===== src/rtl/akm_pkg.sv =====
package akm_pkg;

  typedef enum logic [1:0] {
    ST_ABSENT,
    ST_SEND,
    ST_WAIT,
    ST_IDLE
  } link_st_t;

  typedef enum logic [2:0] {
    K_RESET,
    K_LEDCMD,
    K_LEDVAL,
    K_HOSTCMD,
    K_PROBE
  } out_kind_t;

  localparam logic [7:0] BYTE_RESET = 8'hFF;
  localparam logic [7:0] BYTE_ACK   = 8'hFA;
  localparam logic [7:0] BYTE_LED   = 8'hED;
  localparam logic [7:0] BYTE_PROBE = 8'hEE;

  // number of write slots granted when 'asked' bytes arrive at a queue holding 'used'
  function automatic int unsigned slots_granted(int unsigned used, int unsigned depth,
                                                int unsigned asked);
    int unsigned free_slots;
    free_slots = depth - used;
    return (asked < free_slots) ? asked : free_slots;
  endfunction

  // LED setting widened into the byte sent to the device
  function automatic logic [7:0] led_byte(logic [2:0] led);
    return {5'b00000, led};
  endfunction

endpackage


===== src/rtl/akm_edge_sync.sv =====
module akm_edge_sync #(
  parameter int STAGES     = 2,
  parameter bit IDLE_LEVEL = 1'b1
) (
  input  logic clk,
  input  logic rst_n,
  input  logic line_in,
  output logic act_evt
);
  logic [STAGES:0] chain;

  always_ff @(posedge clk or negedge rst_n) begin
    if (!rst_n) chain <= {(STAGES+1){IDLE_LEVEL}};
    else        chain <= {chain[STAGES-1:0], line_in};
  end

  // any transition after synchronization is one activity event
  assign act_evt = chain[STAGES] ^ chain[STAGES-1];
endmodule


===== src/rtl/akm_merge_fifo.sv =====
module akm_merge_fifo
  import akm_pkg::*;
#(
  parameter int DEPTH = 8,
  parameter int W     = 8
) (
  input  logic         clk,
  input  logic         rst_n,
  input  logic         push_a,
  input  logic [W-1:0] data_a,
  input  logic         push_b,
  input  logic [W-1:0] data_b,
  input  logic         pop_req,
  output logic         not_empty,
  output logic [W-1:0] head,
  output logic         ovf
);
  localparam int AW = $clog2(DEPTH);
  localparam int CW = AW + 1;

  logic [W-1:0]  mem [DEPTH];
  logic [AW-1:0] wptr, rptr;
  logic [CW-1:0] cnt;
  logic          take_a, take_b, do_pop, drop_evt;
  int unsigned   grant;
  logic [CW-1:0] n_in;

  always_comb begin
    grant    = slots_granted(32'(cnt), DEPTH, 32'(push_a) + 32'(push_b));
    take_a   = push_a && (grant >= 1);
    take_b   = push_b && (grant >= (push_a ? 32'd2 : 32'd1));
    drop_evt = (push_a && !take_a) || (push_b && !take_b);
    do_pop   = pop_req && (cnt != '0);
    n_in     = CW'(take_a) + CW'(take_b);
  end

  always_ff @(posedge clk) begin
    if (take_a) mem[wptr] <= data_a;
    if (take_b) mem[take_a ? AW'(wptr + 1'b1) : wptr] <= data_b;
  end

  always_ff @(posedge clk or negedge rst_n) begin
    if (!rst_n) begin
      wptr <= '0;
      rptr <= '0;
      cnt  <= '0;
      ovf  <= 1'b0;
    end else begin
      wptr <= wptr + AW'(n_in);
      if (do_pop) rptr <= rptr + 1'b1;
      cnt <= cnt + n_in - CW'(do_pop);
      if (drop_evt) ovf <= 1'b1;
    end
  end

  assign not_empty = (cnt != '0);
  assign head      = mem[rptr];


  fill_bound_chk: assert property (@(posedge clk) disable iff (!rst_n)
    cnt <= CW'(DEPTH));


  ovf_sticky_chk: assert property (@(posedge clk) disable iff (!rst_n)
    ovf |=> ovf);


  pop_moves_chk: assert property (@(posedge clk) disable iff (!rst_n)
    (pop_req && not_empty && !push_a && !push_b) |=> (cnt == $past(cnt) - 1'b1));
endmodule


===== src/rtl/akm_link_seq.sv =====
module akm_link_seq
  import akm_pkg::*;
#(
  parameter int TIMEOUT      = 64,
  parameter int PROBE_PERIOD = 500
) (
  input  logic       clk,
  input  logic       rst_n,
  input  logic       act_evt,
  input  logic       rx_valid,
  input  logic [7:0] rx_data,
  input  logic       tx_ready,
  input  logic       host_cmd_valid,
  input  logic [7:0] host_cmd_data,
  input  logic       host_ack,
  input  logic       led_valid,
  input  logic [2:0] led_data,
  output logic       tx_valid,
  output logic [7:0] tx_data,
  output logic       present,
  output logic       rx_forward
);
  localparam int TMAX = (PROBE_PERIOD > TIMEOUT) ? PROBE_PERIOD : TIMEOUT;
  localparam int TW   = $clog2(TMAX + 1);

  link_st_t  state;
  out_kind_t kind;
  logic [7:0]    out_byte;
  logic [TW-1:0] tmr;
  logic [2:0]    led_reg;
  logic          led_pend;
  logic [7:0]    cmd_byte;
  logic          cmd_have, cmd_go;

  // named internal events
  logic wait_ok, wait_tmo, probe_due;

  always_comb begin
    wait_ok   = (state == ST_WAIT) && rx_valid &&
                ((kind != K_RESET) || (rx_data == BYTE_ACK));
    wait_tmo  = (state == ST_WAIT) && !wait_ok && (tmr == TW'(TIMEOUT - 1));
    probe_due = (state == ST_IDLE) && (tmr == TW'(PROBE_PERIOD - 1));
  end

  assign tx_valid   = (state == ST_SEND);
  assign tx_data    = out_byte;
  assign rx_forward = rx_valid && present && (state != ST_WAIT);

  always_ff @(posedge clk or negedge rst_n) begin
    if (!rst_n) begin
      state    <= ST_SEND;
      kind     <= K_RESET;
      out_byte <= BYTE_RESET;
      tmr      <= '0;
      present  <= 1'b0;
      led_reg  <= '0;
      led_pend <= 1'b0;
      cmd_byte <= '0;
      cmd_have <= 1'b0;
      cmd_go   <= 1'b0;
    end else begin
      case (state)
        ST_ABSENT: begin
          if (act_evt) begin
            state    <= ST_SEND;
            kind     <= K_RESET;
            out_byte <= BYTE_RESET;
          end
        end
        ST_SEND: begin
          if (tx_ready) begin
            state <= ST_WAIT;
            tmr   <= '0;
          end
        end
        ST_WAIT: begin
          tmr <= tmr + 1'b1;
          if (wait_ok) begin
            tmr <= '0;
            case (kind)
              K_RESET: begin
                present  <= 1'b1;
                led_pend <= 1'b1;
                state    <= ST_IDLE;
              end
              K_LEDCMD: begin
                state    <= ST_SEND;
                kind     <= K_LEDVAL;
                out_byte <= led_byte(led_reg);
              end
              default: state <= ST_IDLE;
            endcase
          end else if (wait_tmo) begin
            present  <= 1'b0;
            cmd_have <= 1'b0;
            cmd_go   <= 1'b0;
            state    <= ST_ABSENT;
          end
        end
        default: begin
          tmr <= tmr + 1'b1;
          if (led_pend) begin
            led_pend <= 1'b0;
            state    <= ST_SEND;
            kind     <= K_LEDCMD;
            out_byte <= BYTE_LED;
          end else if (cmd_go) begin
            cmd_have <= 1'b0;
            cmd_go   <= 1'b0;
            state    <= ST_SEND;
            kind     <= K_HOSTCMD;
            out_byte <= cmd_byte;
          end else if (probe_due) begin
            state    <= ST_SEND;
            kind     <= K_PROBE;
            out_byte <= BYTE_PROBE;
          end
        end
      endcase

      if (led_valid) begin
        led_reg  <= led_data;
        led_pend <= 1'b1;
      end
      if (host_ack && cmd_have && !cmd_go && (state != ST_ABSENT)) cmd_go <= 1'b1;
      if (host_cmd_valid && present) begin
        cmd_byte <= host_cmd_data;
        cmd_have <= 1'b1;
        cmd_go   <= 1'b0;
      end
    end
  end


  present_from_ack_chk: assert property (@(posedge clk) disable iff (!rst_n)
    $rose(present) |-> $past(rx_valid && (rx_data == BYTE_ACK)));


  attach_restart_chk: assert property (@(posedge clk) disable iff (!rst_n)
    ((state == ST_ABSENT) && act_evt) |=> (tx_valid && (tx_data == BYTE_RESET)));


  tx_hold_chk: assert property (@(posedge clk) disable iff (!rst_n)
    (tx_valid && !tx_ready) |=> (tx_valid && $stable(tx_data)));


  no_fwd_in_wait_chk: assert property (@(posedge clk) disable iff (!rst_n)
    (state == ST_WAIT) |-> !rx_forward);
endmodule


===== src/rtl/aux_kbd_merge.sv =====
module aux_kbd_merge #(
  parameter int DEPTH        = 8,
  parameter int TIMEOUT      = 64,
  parameter int PROBE_PERIOD = 500,
  parameter int SYNC_STAGES  = 2
) (
  input  logic       clk,
  input  logic       rst_n,
  input  logic       aux_clk_line,
  input  logic       dev_rx_valid,
  input  logic [7:0] dev_rx_data,
  output logic       dev_tx_valid,
  output logic [7:0] dev_tx_data,
  input  logic       dev_tx_ready,
  input  logic       loc_valid,
  input  logic [7:0] loc_data,
  input  logic       host_cmd_valid,
  input  logic [7:0] host_cmd_data,
  input  logic       host_ack,
  input  logic       led_valid,
  input  logic [2:0] led_data,
  output logic       hq_valid,
  output logic [7:0] hq_data,
  input  logic       hq_ready,
  output logic       dev_present,
  output logic       sleep_inhibit,
  output logic       fifo_ovf
);
  logic act_evt;
  logic rx_forward;
  logic present;

  akm_edge_sync #(.STAGES(SYNC_STAGES), .IDLE_LEVEL(1'b1)) u_sync (
    .clk(clk), .rst_n(rst_n), .line_in(aux_clk_line), .act_evt(act_evt)
  );

  akm_link_seq #(.TIMEOUT(TIMEOUT), .PROBE_PERIOD(PROBE_PERIOD)) u_seq (
    .clk(clk), .rst_n(rst_n), .act_evt(act_evt),
    .rx_valid(dev_rx_valid), .rx_data(dev_rx_data), .tx_ready(dev_tx_ready),
    .host_cmd_valid(host_cmd_valid), .host_cmd_data(host_cmd_data), .host_ack(host_ack),
    .led_valid(led_valid), .led_data(led_data),
    .tx_valid(dev_tx_valid), .tx_data(dev_tx_data),
    .present(present), .rx_forward(rx_forward)
  );

  // local matrix on the priority port
  akm_merge_fifo #(.DEPTH(DEPTH), .W(8)) u_fifo (
    .clk(clk), .rst_n(rst_n),
    .push_a(loc_valid), .data_a(loc_data),
    .push_b(rx_forward), .data_b(dev_rx_data),
    .pop_req(hq_ready), .not_empty(hq_valid), .head(hq_data), .ovf(fifo_ovf)
  );

  assign dev_present   = present;
  assign sleep_inhibit = present;


  sleep_follows_chk: assert property (@(posedge clk) disable iff (!rst_n)
    $fell(dev_present) |-> !sleep_inhibit);
endmodule


===== config.mk =====
export PLATFORM = sky130hd
export DESIGN_NAME = aux_kbd_merge
export DESIGN_NICKNAME = d
export VERILOG_FILES = /design/src/rtl/akm_pkg.sv /design/src/rtl/akm_edge_sync.sv /design/src/rtl/akm_merge_fifo.sv /design/src/rtl/akm_link_seq.sv /design/src/rtl/aux_kbd_merge.sv
export SDC_FILE = /design/constraint.sdc
export NUM_CORES = 1
export LEC_CHECK = 0
export ABC_AREA = 1
export BUFFER_PORTS_ARGS = -buffer_cell sky130_fd_sc_hd__buf_4
export CORE_UTILIZATION = 45
export CTS_CLUSTER_DIAMETER = 80
export DETAILED_ROUTE_END_ITERATION = 16
export GPL_TIMING_DRIVEN = 0
export PLACE_DENSITY = 0.72
export REMOVE_ABC_BUFFERS = 1
export SYNTH_ARGS = -nofsm -noshare
export SYNTH_HDL_FRONTEND = slang
export SYNTH_SLANG_ARGS = --single-unit

===== constraint.sdc =====
create_clock -name clk -period 7.5 [get_ports clk]
set_input_delay 1.5 -clock clk [delete_from_list [all_inputs] [get_ports clk]]
set_output_delay 1.5 -clock clk [all_outputs]
set_load 0.01 [all_outputs]

-- Word level (Yosys, flattened, before mapping)
Memories as Yosys holds them, arrays and structs flattened.
Cells that the tools add are included.
- flip-flop bits (word level): 51
- memory bits (writable): 64
- output and inout port bits: 21
- memories kept: 1
- $add $sub $neg: 9
- order comparisons: 3
- equal/unequal tests: 25
- muxes and demuxes: 48
- bitwise operators: 3
- reduce and logical (&&, ||, !) cells: 39
- memory list (memory ; depth ; bits a word ; read ports ; clocked after memory_dff ; write ports ; line ; RTL):
    u_fifo.mem ; 8 ; 8 ; 1 ; 0 ; 2 ; akm_merge_fifo.sv:21 ; logic [W-1:0] mem [DEPTH];
- operators with widths (cell ; number):
    $mux W8 ; 6
    $ge A32 B1 Y1 const B ; 1
    $ge A32 B32 Y1 ; 1
    $lt A32 B32 Y1 ; 1
    $mux W32 ; 1
    $pmux W9 S3 ; 1
    $pmux W8 S3 ; 1
    $mux W3 ; 7
    $mux W2 ; 9
    $mux W9 ; 2
    $logic_and A1 B1 Y1 ; 16
    $mux W1 ; 16
    $reduce_and A5 Y1 ; 2
    $add A9 B1 Y9 const B ; 1
    $eq A9 B6 Y1 const B ; 1
    $eq A9 B9 Y1 const B ; 1
    $ne A3 B3 Y1 const B ; 3
    $pmux W3 S3 ; 1
    $eq A8 B8 Y1 const B ; 1
    $ne A2 B1 Y1 const B ; 4
    $ne A2 B2 Y1 const B ; 4
    $ne A4 B4 Y1 const B ; 2
    $reduce_and A4 Y1 ; 2
    $add A3 B1 Y3 const B ; 2
    other kinds (27) ; 41

-- Depth between registers and ports, before layout
Gate-level depths: netlist of run 1.
- depth after elaboration: 11
- depth in mapped cells: 25

-- Hierarchy
Synthesis of run 1 repeated with hierarchy kept, for this count alone.
- cells, all modules: 814
- area total of the unflattened synthesis: 6825.3 µm²
- modules (own cells, without submodules) (module ; instances ; cells each ; area an instance (µm²)):
    akm_merge_fifo ; 1 ; 537 ; 4689.5
    akm_link_seq ; 1 ; 268 ; 2030.7
    akm_edge_sync ; 1 ; 8 ; 97.6
    aux_kbd_merge ; 1 ; 1 ; 7.5

-- Worst setup path after synthesis of run 1
Ideal clock, no wire load.
- path kind: input to register
- start point: input port dev_rx_valid
- end point: memory u_fifo.mem[1][0], enable pin
- data arrival time: 3.863 ns
- required time: 7.116 ns
- slack: 3.253 ns
- stages: 17
- path buffers: 1
- cell sequence: nand3_1 -> nor2_1 -> ha_1 -> nand2_1 -> nand2_2 -> nand2_2 -> nand2_1 -> nand2_2 -> inv_1 -> ha_1 -> o21ai_0 -> nand2_1 -> nand2_1 -> inv_1 -> nand3_1 -> clkbuf_1 -> o21ai_0
- RTL lines (element ; line ; RTL):
    start, declared ; aux_kbd_merge.sv:10 ; input logic dev_rx_valid,
    end, declared ; akm_merge_fifo.sv:21 ;

==> summary.txt, run 1 <==
Route
  • Final ANT Viol Nets: 0
  • Post-DR vias/cell: 5.373
  • Final wirelength: about 16000 um
  • Drt wl/cell: 15.61 um
  • Initial DRT Pass Iterations: 5
  • DR iter-0 viols: 422
  • DR DRC count: 0
  • Detailed-route via count: between 5000 and 6000

Worst setup path
  • Reg2reg start: u_seq.state[0]
  • Arrival @ worst endpoint: 5.65 ns
  • Slowest stage cell, crit path: nand3_1
  • Type of origin of the critical path: register
  • Setup crit start: u_seq.state[0]
  • CP required: between 7 and 8 ns
  • Endpoint class of the critical path: register
  • Worst r2r path cells: 22
  • Critical Path Fanout Max: 21
  • Worst Setup EP: u_fifo.mem[5][4]
  • Max stage delay on crit path: ~0.84 ns
  • Crit-path cells: inv_1 -> ha_1 -> inv_2 -> nand3_1 -> nor2_1 -> ha_1 -> nand2_1 -> nand2_2 -> nand2_2 -> nand2_1 -> nand2_2 -> inv_1 -> ha_1 -> o21ai_0 -> nand2_1 -> nand2_1 -> inv_1 -> nand3_1 -> inv_2 -> nand2_2 -> o31ai_1 -> clkbuf_2
  • Flop2flop setup slack: a little under 2 ns
  • Kind of critical path: register to register
  • R2R Path End: u_fifo.mem[5][4]

Finish
  • Top reg by flops: u_fifo.mem
  • Top flop regs: u_fifo.mem (64), u_seq.tmr (9)
  • Max reg flops: 64
  • Most frequent cells in the layout: nand2_1 (224), o21ai_0 (91), nor2_1 (81)
  • Fraction of layout cells with a size suffix above 1: 15.91%
  • Nets@finish: 882
  • Layout area overhead: 16.51%
  • Design area: 0.007548 mm^2
  • # diodes: 0
  • Commonest non-fill, non-tap cell in the layout: nand2_1

Die
  • Die area: between 0.01 and 0.015 mm^2
  • Die span in y: 122.0 um
  • Chip Width: 122.0 um
  • Row count: 43
  • Initial Util: ~46%
  • Top-Level Pins: between 50 and 60
  • Core area: about 0.014 mm^2

Job
  • Max Cap Viol: 0

Synthesis
  • Area fraction in compound gates after synthesis: 11.38%
  • Main combinational cell family by area after synthesis: simple AND/OR/NAND/NOR gates
  • #FFs+latches synth: between 100 and 150
  • Cell variety after synth: 37
  • Post-Syn Instances: between 700 and 800
  • Largest cells by area after synthesis: edfxtp_1 (30%), dfrtp_1 (15%), nand2_1 (13%)
  • Ys Warns: 0
  • Mapped Area: ~0.0065 mm^2
  • Seq/Total Area, Yosys: between 40% and 50%
  • Synth top area share: 29.66%
  • Mux cell area share after synthesis: 0%
  • Largest area contributor in the netlist: edfxtp_1
  • Simple-Gate Fraction of Synth Area: between 20 and 30%
  • XOR/XNOR Fraction of Synth Area: less than 1%
  • Mean cell area of the mapped netlist: around 8.4 um^2
  • Post-synthesis adder-cell area fraction: under 10%

Global routing
  • First-pass GRT wire length: approximately 26000 um
  • Vias in the first global route: about 5200
  • Grt total ovfl: 0
  • Tot GR Track Use: a little under a quarter
  • Initial antenna violation count: 0
  • Largest net degree at the start of global routing: 52

Clock tree
  • Reg clk slew, reported paths: ~0.06 ns
  • CTS tree: done
  • Max Buffers Root-to-Sink: 2
  • Total CTS buffers: 17
  • Clk_lat worst skew: 0.42 ns
  • CTS Hold Bufs: 0
  • Post-CTS Setup Bufs: 0
  • CTS H-tree lvls: 4
  • CTS sink cnt: 115
  • Clk root buf: clkbuf_16
  • Cts repair resizes: 0

STA
  • Final hold violations: 0
  • Least-Margin Pin Slew: between 1 and 1.5 ns
  • Crit path time final: 5.532 ns
  • Skew final: 0.009218 ns
  • Final setup vio count: 0
  • Crit share post-route: between 70% and 80%
  • Max Freq: roughly 0.18 GHz
  • RSZ-0062 raised after global routing: false
  • Slew Viols, Final: 0
  • Slew headroom: about a tenth
  • Setup TNS: 0 ns

Placement
  • DP Area: 0.006975 mm^2
  • Number of port buffers: 57
  • HPWL after DPL: 10550 um
  • GPL Wtd Cong: slightly below 0.9

Outcome
  • Status: completed

Power
  • Worst VDD drop: ~0.21 mV
  • PwrDens: about 370 mW/mm^2
  • Pleak: between 3 and 4 nW

Worst hold path
  • Hold/Removal Path Class: register to register
==> final cells by class <==
type,instances,area (um^2)
repair buffers,63,471.7
flip-flops and latches,115,3213
clock inverters,15,142.6
inverters,58,217.7
multi-input cells,568,2853
clock buffers,17,425.4
well taps,180,225.2
fillers,1262,6440
==> worst min path at each step <==
| stage | from | slack (ns) | cells after the start | endpoint |
|---|---|---|---|---|
| after floorplan | u_sync.chain[0] | 0.35 | 0 | u_sync.chain[1] |
| after global placement | u_sync.chain[0] | 0.35 | 0 | u_sync.chain[1] |
| after detailed placement | u_sync.chain[0] | 0.35 | 0 | u_sync.chain[1] |
| after CTS | u_sync.chain[0] | 0.36 | 0 | u_sync.chain[1] |
| after global routing | u_sync.chain[0] | 0.36 | 0 | u_sync.chain[1] |
| final | u_sync.chain[0] | 0.35 | 0 | u_sync.chain[1] |
==> per-layer routing <==
layer / vias up / track usage [%] / part of all wire (%) / wire, um
met5: - / 0 / 0 / 0
li1: 2688 / - / - / -
met4: 0 / 11.96 / 3.9 / 617
met1: 2504 / 28.40 / 41 / 6482
met3: 50 / 5.337 / 7.3 / 1155
met2: 217 / 37.54 / 48 / 7605
==> logic make-up after synthesis <==
group	Yosys count
compound gates	137
xor+xnor	7
fa+ha+maj	22
buf+inv	91
flops	115
simple gates	402
==> per-stage QoR <==
stage	setup WS [ns]	utilization [%]	cells	power [mW]	hold WS (ns)
after floorplan	2.826	-	741	1.628	0.3452
after global placement	1.456	49.59	978	1.972	0.3478
after detailed placement	1.723	49.87	983	2.003	0.3485
after CTS	2.068	53.93	1015	2.783	0.3564
after global routing	1.631	53.96	1016	2.969	0.3572
final	1.968	53.96	1016	2.770	0.3548
==> cells in the mapped netlist <==
| library cell | instances |
|---|---|
| a211oi_1 | 1 |
| a21oi_1 | 16 |
| a21oi_4 | 1 |
| a31oi_1 | 11 |
| buf_2 | 9 |
| buf_4 | 4 |
| buf_6 | 6 |
| clkbuf_1 | 14 |
| clkinv_1 | 2 |
| dfrtp_1 | 39 |
| dfstp_2 | 12 |
| edfxtp_1 | 64 |
| fa_1 | 2 |
| ha_1 | 20 |
| inv_1 | 53 |
| inv_2 | 3 |
| nand2_1 | 224 |
| nand2_2 | 11 |
| nand2_4 | 3 |
| nand3_1 | 55 |
| nand3_2 | 1 |
| nand3b_1 | 1 |
| nand4_1 | 4 |
| nor2_1 | 81 |
| nor2_4 | 3 |
| nor2_8 | 4 |
| nor3_1 | 9 |
| nor3b_1 | 2 |
| nor4_1 | 2 |
| o211ai_1 | 1 |
| o21a_1 | 1 |
| o21ai_0 | 94 |
| o22ai_1 | 9 |
| o31ai_1 | 3 |
| or2_2 | 2 |
| xnor2_1 | 4 |
| xor2_1 | 3 |
==> critical path: cells and delay by family, from the launching register on <==
kind / cells / cell delay [ns]
and+or+nand+nor: 11 / 1.92
buffers and inverters: 6 / 1.46
adders and majority gates: 3 / 0.87
DFF: 1 / 0.58
AOI/OAI and AO/OA: 2 / 0.38
==> where the power goes <==
group / internal (mW) / leakage, nW / switching, mW
sequential: 0.802 / 1.20 / 0.116
combinational: 0.369 / 1.88 / 0.711
clock: 0.483 / 0.266 / 0.289
No activity file was read; power rests on OpenSTA's default activity.
==> inputs of run 2 (changes only) <==
ABC_AREA = 0   (was 1)
clock period = 5.8 ns   (was 7.5 ns; I/O delays follow)
==> run 2 against run 1 <==
Combinational power is 39% higher; worst hold slack worse by 0.0016 ns; global-route usage decreased by 2.8 points; die area up 0.93%; sequential power increased by 48%; power up 35%; via count fell by 25%; synthesized cell count fell by 37%; maximum frequency is 14% higher; critical path depth is 7 lower; critical path type unchanged; critical endpoint is now u_fifo.mem[3][6]; largest cell class unchanged; highest routed layer unchanged.
==> summary.txt, run 2 <==
Outcome
  • Status: completed

STA
  • Skew final: 0.008696 ns (-0.0005220 ns)
  • Least-Margin Pin Slew: 1.189 ns (-0.1491 ns)
  • RSZ-0062 raised after global routing: false
  • Crit share post-route: 83.79% (+10 points)
  • Slew headroom: 20.75% (+11 points)
  • Setup TNS: 0 ns (unchanged)
  • Crit path time final: 4.860 ns (-0.6729 ns)
  • Max Freq: 0.2058 GHz (+14%)
  • Final setup vio count: 0 (unchanged)
  • Final hold violations: 0 (unchanged)
  • Slew Viols, Final: 0 (unchanged)

Power
  • PwrDens: 493.3 mW/mm^2 (+34%)
  • Pleak: 2.975 nW (-11%)
  • Worst VDD drop: 0.3030 mV (+43%)

Global routing
  • Grt total ovfl: 0 (unchanged)
  • Tot GR Track Use: 20.18% (-2.8 points)
  • Initial antenna violation count: 0 (unchanged)
  • First-pass GRT wire length: 22270 um (-14%)
  • Vias in the first global route: 4240 (-19%)
  • Largest net degree at the start of global routing: 52 (unchanged)

Clock tree
  • Post-CTS Setup Bufs: 0 (unchanged)
  • CTS Hold Bufs: 0 (unchanged)
  • Cts repair resizes: 0 (unchanged)
  • Clk root buf: clkbuf_16
  • Clk_lat worst skew: 0.41 ns (about the same)
  • CTS sink cnt: 115 (unchanged)
  • CTS H-tree lvls: 4 (unchanged)
  • CTS tree: done
  • Reg clk slew, reported paths: 0.05 ns (about the same)
  • Total CTS buffers: 17 (unchanged)
  • Max Buffers Root-to-Sink: 2 (unchanged)

Finish
  • Layout area overhead: 15.71%
  • Top reg by flops: u_fifo.mem
  • Commonest non-fill, non-tap cell in the layout: edfxtp_1
  • Nets@finish: 597 (-32%)
  • Max reg flops: 64 (unchanged)
  • Fraction of layout cells with a size suffix above 1: 39.27% (+23 points)
  • Post-route insts no fill: 730 (-28%)
  • Fin util: 53.89% (-0.073 points)
  • # diodes: 0 (unchanged)
  • Top flop regs: u_fifo.mem (64), u_seq.tmr (9)
  • Most frequent cells in the layout: edfxtp_1 (64), buf_4 (57), mux2_2 (54)
  • # fillers: 1154 (-8.6%)

Synthesis
  • Largest cells by area after synthesis: edfxtp_1 (29%), dfrtp_1 (15%), mux2_2 (9.3%)
  • Synth Flop Type: edfxtp_1
  • Mapped Area: 0.006540 mm^2 (+0.95%)
  • Post-Syn Instances: 484 (-37%)
  • Ys Warns: 0 (unchanged)
  • List of most frequent post-synthesis cells: edfxtp_1 (64), mux2_2 (54), dfrtp_1 (39)
  • Seq/Total Area, Yosys: 49.13% (-0.46 points)
  • Largest area contributor in the netlist: edfxtp_1
  • #FFs+latches synth: 115 (unchanged)
  • EDFF count, synth: 64 (unchanged)
  • Cell variety after synth: 67 (+81%)
  • Async S/R FF share, synth: 44.35% (unchanged)
  • Mean cell area of the mapped netlist: 13.51 um^2 (+61%)
  • Most frequent cell after synthesis: edfxtp_1
  • Synth top area share: 29.39% (-0.28 points)

Job
  • Max Cap Viol: 0 (unchanged)

Worst setup path
  • Critical Path Fanout Max: 19 (-9.5%)
  • R2R Path End: u_fifo.mem[3][6]
  • CP required: 5.83 ns (-1.79 ns)
  • CP dominant cell by count: ha_1
  • Crit-path cells: inv_1 -> ha_1 -> nor3_1 -> ha_1 -> o21ba_2 -> a31oi_1 -> o31ai_2 -> o21ai_0 -> a21oi_1 -> ha_1 -> a21o_1 -> nand4b_1 -> mux2i_1 -> nand3_1 -> o22ai_1
  • Buf/Inv on CP: 1 (-5)
  • Worst Setup EP: u_fifo.mem[3][6]
  • Setup crit start: u_seq.state[0]
  • Top Family by Delay on Critical Path: compound AO/OA/AOI/OAI gates
  • Slowest stage cell, crit path: o22ai_1
  • Max stage delay on crit path: 0.92 ns (+0.08 ns)
  • Kind of critical path: register to register
  • Critical path depth: 15 (-32%)
  • Reg2reg start: u_seq.state[0]
  • Endpoint class of the critical path: register
  • Arrival @ worst endpoint: 4.88 ns (-0.77 ns)
  • Type of origin of the critical path: register
  • Worst r2r path cells: 15 (-32%)
  • Flop2flop setup slack: 0.94 ns (-1.03 ns)

Die
  • Row count: 43 (unchanged)
  • Top-Level Pins: 58 (unchanged)
  • Die span in y: 122.6 um (+0.46%)
  • Die area: 0.01502 mm^2 (+0.93%)
  • Core area: 0.01404 mm^2 (+0.38%)
  • Chip Width: 122.6 um (+0.46%)
  • Initial Util: 46.57% (+0.26 points)

Placement
  • Number of port buffers: 57 (unchanged)
  • GPL Wtd Cong: 0.7784 (-12%)
  • Dpl cells: 699 (-29%)
  • HPWL after DPL: 9368 um (-11%)

Route
  • DR iter-0 viols: 302 (-28%)
  • Initial DRT Pass Iterations: 4 (-1)
  • Final ANT Viol Nets: 0 (unchanged)
  • Drt wl/cell: 19.10 um (+22%)
  • Post-DR vias/cell: 5.599 (+4.2%)
  • Detailed-route via count: 4087 (-25%)
  • Final wirelength: 13940 um (-12%)
  • DR DRC count: 0 (unchanged)

Worst hold path
  • Hold/Removal Path Class: register to register
-- run 2: cell types whose count changed in the layout (fill, tap and decap cells not counted), sizes merged, moves of 6 or more --
cell	delta
nand2	-220
mux2	+86
o21ai	-80
nor2	-53
nand3	-42
inv	-32
mux4	+16
o22ai	-7
a21boi	+6
mux2i	+6
o21bai	+6
xnor2	+6
-- run 2: layout make-up --
class,instances,area [um^2],share of cell area [%]
Sequential cell,115,3213,42.46
Clock inverter,8,38.79,0.5126
Tap cell,180,225.2,2.976
Inverter,24,90.09,1.190
Clock buffer,23,447.9,5.919
Timing Repair Buffer,57,427.9,5.655
Multi-Input combinational cell,323,3124,41.29
-- run 2: worst register-to-register path, cell delays in order (launching register included) --
cell and delay (ns):
dfstp_2 0.58, inv_1 0.09, ha_1 0.43, nor3_1 0.27, ha_1 0.28, o21ba_2 0.23, a31oi_1 0.16, o31ai_2 0.13
o21ai_0 0.15, a21oi_1 0.08, ha_1 0.28, a21o_1 0.27, nand4b_1 0.13, mux2i_1 0.22, nand3_1 0.24, o22ai_1 0.92
-- run 2: worst min-delay path by stage --
stage / start / to / slack (ns) / cells past startpoint
2_1_floorplan: u_sync.chain[0] / u_sync.chain[1] / 0.35 / 0
3_3_place_gp: u_sync.chain[0] / u_sync.chain[1] / 0.35 / 0
3_5_place_dp: u_sync.chain[0] / u_sync.chain[1] / 0.35 / 0
4_1_cts: u_sync.chain[0] / u_sync.chain[1] / 0.35 / 0
5_1_grt: u_sync.chain[0] / u_sync.chain[1] / 0.37 / 0
6_report: u_sync.chain[0] / u_sync.chain[1] / 0.35 / 0
-- run 2: logic make-up after synthesis --
family | Yosys count | share of synthesized area [%]
adders and majority gates | 22 | 4.439
buffers and inverters | 46 | 3.329
AOI/OAI and AO/OA | 72 | 8.667
and+or+nand+nor | 106 | 9.355
DFF | 115 | 49.13
muxes | 108 | 23.07
xor gates and xnor gates | 15 | 2.009
-- run 2: through the flow --
step / hold WS, ns / setup slack, ns / instance area, um^2 / total power, mW
2_1_floorplan: 0.3452 / 1.488 / 6412 / 2.389
4_1_cts: 0.3537 / 0.9244 / 7567 / 3.759
3_3_place_gp: 0.3453 / 0.7768 / 7066 / 2.816
6_report: 0.3532 / 0.9405 / 7567 / 3.733
3_5_place_dp: 0.3468 / 0.7112 / 7081 / 2.880
5_1_grt: 0.3666 / 0.5729 / 7567 / 3.973
-- run 2: power by group --
part | internal (mW) | switching [mW]
registers | 1.13 | 0.237
clock network | 0.532 | 0.333
logic | 0.715 | 0.787
total | 2.38 | 1.36
-- run 2: routing by layer --
metal	up-vias	GRT usage [%]	wire length, um
li1	1930	-	-
met1	2037	25.45	6043
met2	105	33.39	7083
met3	15	5.762	663
met4	0	6.326	151
met5	-	0	0
